$ cat src/rtl/ws_pkg.sv
package ws_pkg;

    localparam int WCNT_W      = 2;
    localparam int CFG_W       = 3;
    localparam int FORCE_WAITS = 3;

    typedef enum logic [1:0] {
        MODE_NONE   = 2'd0,
        MODE_FORCED = 2'd1,
        MODE_CAPPED = 2'd2,
        MODE_OPEN   = 2'd3
    } ws_mode_e;

    typedef struct packed {
        ws_mode_e            mode;
        logic [WCNT_W-1:0]   cap;
    } ws_plan_t;

    function automatic ws_plan_t plan_cycle(
        input logic               internal,
        input logic               configured,
        input logic [CFG_W-1:0]   field
    );
        ws_plan_t p;
        p.mode = MODE_NONE;
        p.cap  = '0;
        if (internal) begin
            p.mode = MODE_NONE;
        end else if (!configured) begin
            p.mode = MODE_FORCED;
            p.cap  = WCNT_W'(FORCE_WAITS);
        end else if (&field) begin
            p.mode = MODE_OPEN;
            p.cap  = '1;
        end else begin
            p.mode = MODE_CAPPED;
            p.cap  = field[CFG_W-1] ? '1 : field[WCNT_W-1:0];
        end
        return p;
    endfunction

endpackage

$ cat src/rtl/ws_plan_reg.sv
module ws_plan_reg
    import ws_pkg::*;
#(
    parameter int CW = CFG_W
) (
    input  logic            clk,
    input  logic            rst,
    input  logic            cfg_loaded,
    input  logic            accept,
    input  logic            addr_internal,
    input  logic [CW-1:0]   rdy_cfg,
    output ws_plan_t        plan_q
);
    logic seen_q;

    always_ff @(posedge clk) begin
        if (rst) begin
            seen_q <= 1'b0;
            plan_q <= '{mode: MODE_NONE, cap: '0};
        end else begin
            if (cfg_loaded) seen_q <= 1'b1;
            if (accept) plan_q <= plan_cycle(addr_internal, seen_q, rdy_cfg);
        end
    end
endmodule

$ cat src/rtl/ws_counter.sv
module ws_counter #(
    parameter int W = 2
) (
    input  logic          clk,
    input  logic          rst,
    input  logic          clear,
    input  logic          inc,
    output logic [W-1:0]  cnt_q
);
    always_ff @(posedge clk) begin
        if (rst || clear)          cnt_q <= '0;
        else if (inc && !(&cnt_q)) cnt_q <= cnt_q + W'(1);
    end
endmodule

$ cat src/rtl/ws_ctrl.sv
module ws_ctrl
    import ws_pkg::*;
#(
    parameter int CW = CFG_W,
    parameter int NW = WCNT_W
) (
    input  logic            clk,
    input  logic            rst,
    input  logic            cyc_start,
    input  logic            addr_internal,
    input  logic [CW-1:0]   rdy_cfg,
    input  logic            cfg_loaded,
    input  logic            rdy_pin_en,
    input  logic            ready_pin,
    output logic            stall,
    output logic            cyc_done,
    output logic [NW-1:0]   wait_cnt
);
    logic     active_q;
    logic     accept;
    logic     rdy_eff;
    logic     need_wait;
    ws_plan_t plan_q;

    assign accept  = cyc_start && !active_q;
    assign rdy_eff = rdy_pin_en & ready_pin;

    ws_plan_reg #(.CW(CW)) u_plan (
        .clk(clk), .rst(rst), .cfg_loaded(cfg_loaded), .accept(accept),
        .addr_internal(addr_internal), .rdy_cfg(rdy_cfg), .plan_q(plan_q)
    );

    ws_counter #(.W(NW)) u_cnt (
        .clk(clk), .rst(rst), .clear(accept),
        .inc(active_q && need_wait), .cnt_q(wait_cnt)
    );

    always_comb begin
        unique case (plan_q.mode)
            MODE_FORCED: need_wait = wait_cnt < NW'(FORCE_WAITS);
            MODE_CAPPED: need_wait = !rdy_eff && (wait_cnt < plan_q.cap);
            MODE_OPEN:   need_wait = !rdy_eff;
            default:     need_wait = 1'b0;
        endcase
    end

    assign stall    = active_q && need_wait;
    assign cyc_done = active_q && !need_wait;

    always_ff @(posedge clk) begin
        if (rst)           active_q <= 1'b0;
        else if (accept)   active_q <= 1'b1;
        else if (cyc_done) active_q <= 1'b0;
    end
endmodule

$ cat config.mk
export PLATFORM = sky130hd
export DESIGN_NAME = ws_ctrl
export DESIGN_NICKNAME = d
export VERILOG_FILES = /design/src/rtl/ws_pkg.sv /design/src/rtl/ws_plan_reg.sv /design/src/rtl/ws_counter.sv /design/src/rtl/ws_ctrl.sv
export SDC_FILE = /design/constraint.sdc
export NUM_CORES = 1
export LEC_CHECK = 0
export CORE_AREA = 4 4 41 43
export CTS_CLUSTER_DIAMETER = 120
export CTS_CLUSTER_SIZE = 16
export DETAILED_ROUTE_END_ITERATION = 10
export DIE_AREA = 0 0 45 47
export GPL_TIMING_DRIVEN = 0
export SLEW_MARGIN = 30
export SYNTH_ARGS = -nofsm -noshare
export SYNTH_HDL_FRONTEND = slang
export SYNTH_SLANG_ARGS = --single-unit
export TNS_END_PERCENT = 10
$ cat constraint.sdc
create_clock -name clk -period 2.8 [get_ports clk]
set_input_delay 0.84 -clock clk [delete_from_list [all_inputs] [get_ports clk]]
set_output_delay 0.84 -clock clk [all_outputs]
set_load 0.02 [all_outputs]
==> impl_summary.log, run 1 <==
[metrics] number of top-level design ports: 14
[metrics] largest net degree at the start of global routing: 8
[metrics] CP arrival: 1890 ps
[metrics] number of I/O port buffers: 13
[metrics] Startpoint Class: input port
[metrics] buffers inserted by post-CTS timing repair: 0
[metrics] clock share of power: 0.348
[metrics] most frequently used flop master after synthesis: sky130_fd_sc_hd__dfxtp_1
[metrics] first-pass detailed-route iteration total: 2
[metrics] Cell Chain, Critical Path: clkdlybuf4s50_1, nand3_1, o221a_4, and3_2, buf_2
[metrics] post-synth design cell area: 423 µm²
[metrics] number of vias after detailed routing: 349
[metrics] register bit total from synthesis: 8
[metrics] CTS tree: done
[metrics] number of distinct standard cells referenced by the synthesized netlist: 20
[metrics] Maximum Capacitance Violations: 0
[metrics] Post-CTS Hold Buffers: 0
[metrics] Critical R2R Launch: u_cnt.cnt_q[1]$_SDFFE_PP0P_
[metrics] number of flops mapped to enable cells by yosys: 0
[metrics] total internal power: roughly 0.19 mW
[metrics] setup violators final: 0
[metrics] DRC Markers: 0
[metrics] Area Growth Syn to Fin: 38.2%
[metrics] Reg2Reg Capture Point: active_q$_SDFFE_PP0P_
[metrics] max-slew violation count: 0
[metrics] routed length per instance: roughly 9.6 µm
[metrics] count of antenna-violating nets left after detailed routing: 0
[metrics] Hold Path Stages: 2
[metrics] sequential element share of the synthesized area: 0.379
[metrics] Yosys Warn Count: 0
[metrics] power per unit of standard cell area: 420 nW/µm²
[metrics] net switching power figure: 0.0557 mW
[metrics] via density per instance: 4.65
[metrics] horizontal die dimension: 45 µm
[metrics] overall routing resource usage: 0.0801
[metrics] area of the die: 2120 µm²
[metrics] aggregate negative setup slack: 0 ps
[metrics] wire length of the first global-routing pass: 1190 µm
[metrics] Fin Clk Skew: between 5 and 6 ps
[metrics] startpoint of the tightest hold check path: u_plan.plan_q[0]$_SDFFE_PP0P_
[metrics] global route total overflow: 0
[metrics] clock tree root driver cell: sky130_fd_sc_hd__clkbuf_4
[metrics] total nets after synthesis: 56
[metrics] count of cells along the worst register-to-register path: 5
[metrics] share of cells above drive strength 1: 0.183
[metrics] clk buf depth: 2
[metrics] gp weighted congestion: between 0.6 and 0.7
[metrics] drt first-iter violations: 1
[metrics] Clock Sink Count: 8
[metrics] count of filler cells inserted in the layout: 141
[metrics] relative slew slack: 0.828
[metrics] insertion delay of the later-clocked pin in the worst-skew pair: 250 ps
[metrics] leakage power figure: 0.307 nW
[metrics] portion of total power attributed to sequential cells: 0.503
[metrics] CP endpoint kind: output pin
[metrics] synthesized instance count: 44
[metrics] Setup Crit Path Kind: input port to output pin
[metrics] post-route total power: 0.246 mW
[metrics] proportion of power drawn by combinational gates: 0.149
[metrics] area taken by flip-flops and latches: roughly 160 µm²
[metrics] path type of the worst min-delay path: register to register
[metrics] number of H-tree levels: 1
[metrics] clock input transition at the sequential cells of the worst setup and hold paths: 60 ps
[metrics] period utilisation layout: 0.974
[metrics] Final Hold Viols: 0
[metrics] highest attainable clock frequency: 0.367 GHz
[metrics] final critical-path required period: roughly 2700 ps
[metrics] final-stage net count: 74
[metrics] die outline height: 47 µm
[metrics] critical path's slowest cell: sky130_fd_sc_hd__clkdlybuf4s50_1
[metrics] asr flop ratio synth: 0
[metrics] Floorplan Core Area: 1300 µm²
[metrics] area occupied by multi-input gates: 259 µm²
[metrics] Hold WS: 433 ps
[metrics] number of buffers added by the clock tree synthesis step: 3
[metrics] Core Util, Final: 0.449
[metrics] antenna fix cells: 0
[metrics] top fanout value on the critical path: 4
[metrics] terminating pin of the worst hold path: u_plan.plan_q[0]$_SDFFE_PP0P_
[metrics] worst setup slack for register-to-register paths: 1480 ps
[metrics] total wirelength of the detailed-routed design: 720 µm
[metrics] biggest cell delay along the critical path: 460 ps
[metrics] Initial Util: 0.325
[metrics] FP Rows: 13
[metrics] data required time of the worst path: 1960 ps
[metrics] setup repair after global routing missed its margin: no
[metrics] maximum vdd ir drop: 0.192 mV
[metrics] switching share of power: 0.227
[metrics] mean instance size in the synthesized netlist: 9.61 µm²
[metrics] Slew @ Worst Pin: 257 ps
[metrics] initial antenna violation count: 0
[metrics] number of global-route vias before repair: 308
[metrics] outcome: finished clean
## flip-flops by register name, summed over array words and instances, names as in the netlist
register       flops
u_plan.plan_q      4
u_cnt.cnt_q        2
active_q           1
u_plan.seen_q      1
## synthesized netlist by cell type (2+ instances only)
library cell               count  area [µm²]
sky130_fd_sc_hd__dfxtp_1       8         160
sky130_fd_sc_hd__and2b_1       2        15.0
sky130_fd_sc_hd__nand3_1       2        10.0
sky130_fd_sc_hd__a22o_1        2        17.5
sky130_fd_sc_hd__nor2_1        3        11.3
sky130_fd_sc_hd__nand2b_1      3        18.8
sky130_fd_sc_hd__o21ai_0       2        10.0
sky130_fd_sc_hd__mux2i_1       2        20.0
sky130_fd_sc_hd__ha_1          2        25.0
sky130_fd_sc_hd__nand2_1       8        30.0
## final cells by class
| class | count | area share |
|---|---|---|
| Tap cell | 15 | 0.0321 |
| Sequential cell | 8 | 0.274 |
| Multi-Input combinational cell | 35 | 0.443 |
| Clock buffer | 3 | 0.0385 |
| Timing Repair Buffer | 13 | 0.206 |
| Inverter | 1 | 0.00642 |
## kinds of logic (layout without fill, tap and decap cells)
family / Yosys count / after routing / share of synthesized area
simple gates: 24 / 24 / 0.361
flops: 8 / 8 / 0.379
compound gates: 7 / 7 / 0.145
fa+ha+maj: 2 / 2 / 0.0592
mux: 2 / 2 / 0.0473
buf+inv: 1 / 17 / 0.00887
## critical path, delay by kind of cell
| family | cells | cell delay (ps) |
|---|---|---|
| compound gates | 1 | 150 |
| buf+inv | 2 | 610 |
| simple gates | 2 | 280 |
## repair_timing
item	4_1_cts	5_1_grt
cloned	0	0
setup endpoints to repair	2	1
gates resized for setup	9	1
## metal layers
layer	track usage	share of wire	vias to the layer above
li1	-	-	189
met1	0.0874	0.46	148
met2	0.136	0.44	10
met3	0.0230	0.092	2
met4	0.0526	0.0056	0
met5	0	0	-
## stage by stage
stage	cells	area [µm²]	setup slack [ps]
6_report	75	584	73.0
5_1_grt	75	584	37.4
4_1_cts	75	584	65.8
3_5_place_dp	72	572	-357
3_3_place_gp	72	572	-353
2_1_floorplan	44	423	372
## power groups by stage
stage               clock [mW]  sequential (mW)  combinational [mW]
floorplan                    0            0.125              0.0186
global placement             0            0.126              0.0376
detailed placement           0            0.126              0.0379
CTS                     0.0886            0.124              0.0370
global route            0.0942            0.124              0.0404
finish                  0.0855            0.123              0.0365
## how the worst max path moves through the flow
stage / start / endpoint / slack (ps) / depth (start not counted)
after global placement: rdy_pin_en / cyc_done / -350 / 5
after floorplan: u_cnt.cnt_q[1]$_SDFFE_PP0P_ / cyc_done / 370 / 4
after detailed placement: rdy_pin_en / stall / -360 / 5
after global routing: rdy_pin_en / stall / 40 / 5
final: rdy_pin_en / stall / 70 / 5
after CTS: rdy_pin_en / stall / 70 / 5
## cell usage in the layout (no fill, tap or decap)
cell type | Yosys | routed
sky130_fd_sc_hd__or3_1 | 1 | 1
sky130_fd_sc_hd__nor2_1 | 3 | 3
sky130_fd_sc_hd__o21ai_0 | 2 | 2
sky130_fd_sc_hd__nor2_2 | 1 | 1
sky130_fd_sc_hd__buf_2 | 0 | 2
sky130_fd_sc_hd__ha_1 | 2 | 2
sky130_fd_sc_hd__mux2i_1 | 2 | 2
sky130_fd_sc_hd__a21boi_1 | 0 | 1
sky130_fd_sc_hd__nand2b_1 | 3 | 3
sky130_fd_sc_hd__dfxtp_1 | 8 | 8
sky130_fd_sc_hd__nor3b_4 | 1 | 1
sky130_fd_sc_hd__inv_1 | 1 | 1
sky130_fd_sc_hd__a31oi_1 | 1 | 1
sky130_fd_sc_hd__and3_2 | 1 | 1
sky130_fd_sc_hd__and2b_1 | 2 | 2
sky130_fd_sc_hd__nand3_1 | 2 | 2
sky130_fd_sc_hd__nor2b_2 | 1 | 1
sky130_fd_sc_hd__a22o_1 | 2 | 2
sky130_fd_sc_hd__nand2_1 | 8 | 8
sky130_fd_sc_hd__clkbuf_4 | 0 | 3
sky130_fd_sc_hd__o221a_4 | 1 | 1
sky130_fd_sc_hd__nand3b_4 | 1 | 1
sky130_fd_sc_hd__clkdlybuf4s50_1 | 0 | 11
(Power assumes the default switching activity.)
==> inputs of run 2 (changes only) <==
CORE_AREA = 2 2 39 41   (was 4 4 41 43)
DIE_AREA = 0 0 41 43   (was 0 0 45 47)
HOLD_SLACK_MARGIN = 0.08   (was not set)
==> impl_summary.log, run 2 (synthesis results as in run 1) <==
[metrics] net switching power figure: 0.0583 mW (was 0.0557 mW)
[metrics] number of global-route vias before repair: 299 (was 308)
[metrics] count of filler cells inserted in the layout: 138 (was 141)
[metrics] number of H-tree levels: 1 (unchanged)
[metrics] period utilisation layout: 0.969 (was 0.974)
[metrics] number of top-level design ports: 14 (unchanged)
[metrics] maximum vdd ir drop: 0.235 mV (was 0.192 mV)
[metrics] wire length of the first global-routing pass: 1120 µm (was 1190 µm)
[metrics] leakage power figure: 0.306 nW (was 0.307 nW)
[metrics] final-stage net count: 74 (unchanged)
[metrics] power per unit of standard cell area: 424 nW/µm² (was 420 nW/µm²)
[metrics] aggregate negative setup slack: 0 ps (unchanged)
[metrics] clock share of power: 0.356 (was 0.348)
[metrics] Area Growth Syn to Fin: 38.5% (was 38.2%)
[metrics] post-route total power: 0.248 mW (was 0.246 mW)
[metrics] Initial Util: 0.306 (was 0.325)
[metrics] first-pass detailed-route iteration total: 2 (unchanged)
[metrics] Slew @ Worst Pin: 256 ps (was 257 ps)
[metrics] Hold Path Stages: 2 (unchanged)
[metrics] portion of total power attributed to sequential cells: 0.497 (was 0.503)
[metrics] count of cells along the worst register-to-register path: 5 (unchanged)
[metrics] via density per instance: 4.66 (was 4.65)
[metrics] number of vias after detailed routing: 354 (was 349)
[metrics] share of cells above drive strength 1: 0.183 (unchanged)
[metrics] setup repair after global routing missed its margin: no (unchanged)
[metrics] clk buf depth: 2 (unchanged)
[metrics] Biggest register: u_plan.plan_q (unchanged)
[metrics] horizontal die dimension: 41 µm (was 45 µm)
[metrics] final critical-path required period: 2710 ps (was 2730 ps)
[metrics] top fanout value on the critical path: 4 (unchanged)
[metrics] worst setup slack for register-to-register paths: 1480 ps (about the same)
[metrics] Final Hold Viols: 0 (unchanged)
[metrics] largest registers ranked by flip-flop count: u_plan.plan_q x4, u_cnt.cnt_q x2 (unchanged)
[metrics] Setup Crit Path Kind: input port to output pin (unchanged)
[metrics] number of buffers added by the clock tree synthesis step: 3 (unchanged)
[metrics] largest net degree at the start of global routing: 8 (unchanged)
[metrics] routed length per instance: 9.42 µm (was 9.60 µm)
[metrics] CP endpoint kind: output pin (unchanged)
[metrics] most common cell after layout, fill and taps aside: sky130_fd_sc_hd__clkdlybuf4s50_1 (unchanged)
[metrics] switching share of power: 0.235 (was 0.227)
[metrics] Fin Clk Skew: 1.40 ps (was 5.67 ps)
[metrics] FP Rows: 14 (was 13)
[metrics] startpoint of the tightest hold check path: u_plan.plan_q[0]$_SDFFE_PP0P_ (unchanged)
[metrics] path type of the worst min-delay path: register to register (unchanged)
[metrics] total wirelength of the detailed-routed design: 716 µm (was 720 µm)
[metrics] drt first-iter violations: 3 (was 1)
[metrics] number of I/O port buffers: 13 (unchanged)
[metrics] Hold WS: 433 ps (about the same)
[metrics] outcome: finished clean (unchanged)
[metrics] post-cts repair resize count: 9 (unchanged)
[metrics] max-slew violation count: 0 (unchanged)
[metrics] cell area after placement: 573 µm² (was 572 µm²)
[metrics] Clock Sink Count: 8 (unchanged)
[metrics] clock input transition at the sequential cells of the worst setup and hold paths: 50 ps (was 60 ps)
[metrics] setup violators final: 0 (unchanged)
[metrics] Post-DP HPWL: 569 µm
[metrics] Reg2Reg Capture Point: active_q$_SDFFE_PP0P_ (unchanged)
[metrics] proportion of power drawn by combinational gates: 0.147 (was 0.149)
[metrics] area of the die: 1760 µm² (was 2120 µm²)
[metrics] highest attainable clock frequency: 0.369 GHz (was 0.367 GHz)
[metrics] number of flip-flops in the largest register: 4 (unchanged)
[metrics] Floorplan Core Area: 1380 µm² (was 1300 µm²)
[metrics] gp weighted congestion: 0.671 (was 0.657)
[metrics] final cell area excluding filler cells: 586 µm² (was 584 µm²)
[metrics] Core Util, Final: 0.423 (was 0.449)
[metrics] most used cells in the layout excluding fill and tap cells: 11 x sky130_fd_sc_hd__clkdlybuf4s50_1, 8 x sky130_fd_sc_hd__nand2_1, 8 x sky130_fd_sc_hd__dfxtp_1 (unchanged)
[metrics] Critical R2R Launch: u_cnt.cnt_q[1]$_SDFFE_PP0P_ (unchanged)
[metrics] DRC Markers: 0 (unchanged)
[metrics] initial antenna violation count: 0 (unchanged)
[metrics] Startpoint Class: input port (unchanged)
[metrics] Maximum Capacitance Violations: 0 (unchanged)
[metrics] insertion delay of the later-clocked pin in the worst-skew pair: 250 ps (about the same)
[metrics] CTS tree: done (unchanged)
[metrics] total internal power: 0.190 mW (about the same)
[metrics] global route total overflow: 0 (unchanged)
[metrics] relative slew slack: 0.829 (was 0.828)
[metrics] terminating pin of the worst hold path: u_plan.plan_q[0]$_SDFFE_PP0P_ (unchanged)
[metrics] count of antenna-violating nets left after detailed routing: 0 (unchanged)
[metrics] data required time of the worst path: 1960 ps (about the same)
[metrics] overall routing resource usage: 0.0990 (was 0.0801)
[metrics] CP arrival: 1870 ps (was 1890 ps)
[metrics] antenna fix cells: 0 (unchanged)
[metrics] buffers inserted by post-CTS timing repair: 0 (unchanged)
[metrics] clock tree root driver cell: sky130_fd_sc_hd__clkbuf_4 (unchanged)
[metrics] Post-CTS Hold Buffers: 0 (unchanged)
[metrics] die outline height: 43 µm (was 47 µm)
==> run 2: cell counts in the layout (fill, tap and decap cells not counted) <==
Identical to the previous run, type by type.
==> run 2: worst max path at each step <==
stage / end / cells after the start / start
4_1_cts: stall / 5 / rdy_pin_en
3_5_place_dp: cyc_done / 5 / rdy_pin_en
2_1_floorplan: cyc_done / 4 / u_cnt.cnt_q[1]$_SDFFE_PP0P_
6_report: stall / 5 / rdy_pin_en
5_1_grt: cyc_done / 5 / rdy_pin_en
3_3_place_gp: cyc_done / 5 / rdy_pin_en
==> run 2: area by class of cell <==
cell class	count	area [µm²]	area share
clock buffers	3	22.5	0.0385
inverters	1	3.75	0.00641
multi-input cells	35	259	0.442
flip-flops and latches	8	160	0.274
well taps	16	20.0	0.0342
repair buffers	13	120	0.205
==> run 2: power by group through the flow <==
stage	combinational (mW)	clock [mW]	sequential [mW]
after floorplan	0.0186	0	0.125
after global placement	0.0375	0	0.126
after detailed placement	0.0379	0	0.126
after CTS	0.0369	0.0928	0.123
after global routing	0.0406	0.0978	0.124
final	0.0364	0.0883	0.123
==> run 2: routing by layer <==
metal	wire length (µm)	global-route usage
met1	349	0.118
met2	296	0.128
met3	50	0.0314
met4	19	0.100
met5	0	0
==> run 2: through the flow <==
stage | cells | setup WS, ps
final | 76 | 86.6
after global routing | 76 | 16.7
after CTS | 76 | 79.5
after detailed placement | 73 | -334
after global placement | 73 | -354
after floorplan | 44 | 372
==> run 2: critical path, stage by stage <==
cell and delay (ps):
sky130_fd_sc_hd__clkdlybuf4s50_1 460, sky130_fd_sc_hd__nand3_1 90, sky130_fd_sc_hd__o221a_4 150, sky130_fd_sc_hd__and3_2 190
sky130_fd_sc_hd__buf_2 150
==> inputs of run 3 (changes only) <==
CTS_CLUSTER_DIAMETER = not set   (was 120)
==> results of run 3 <==
Final layout, timing and power as in run 2 (identical DEF).
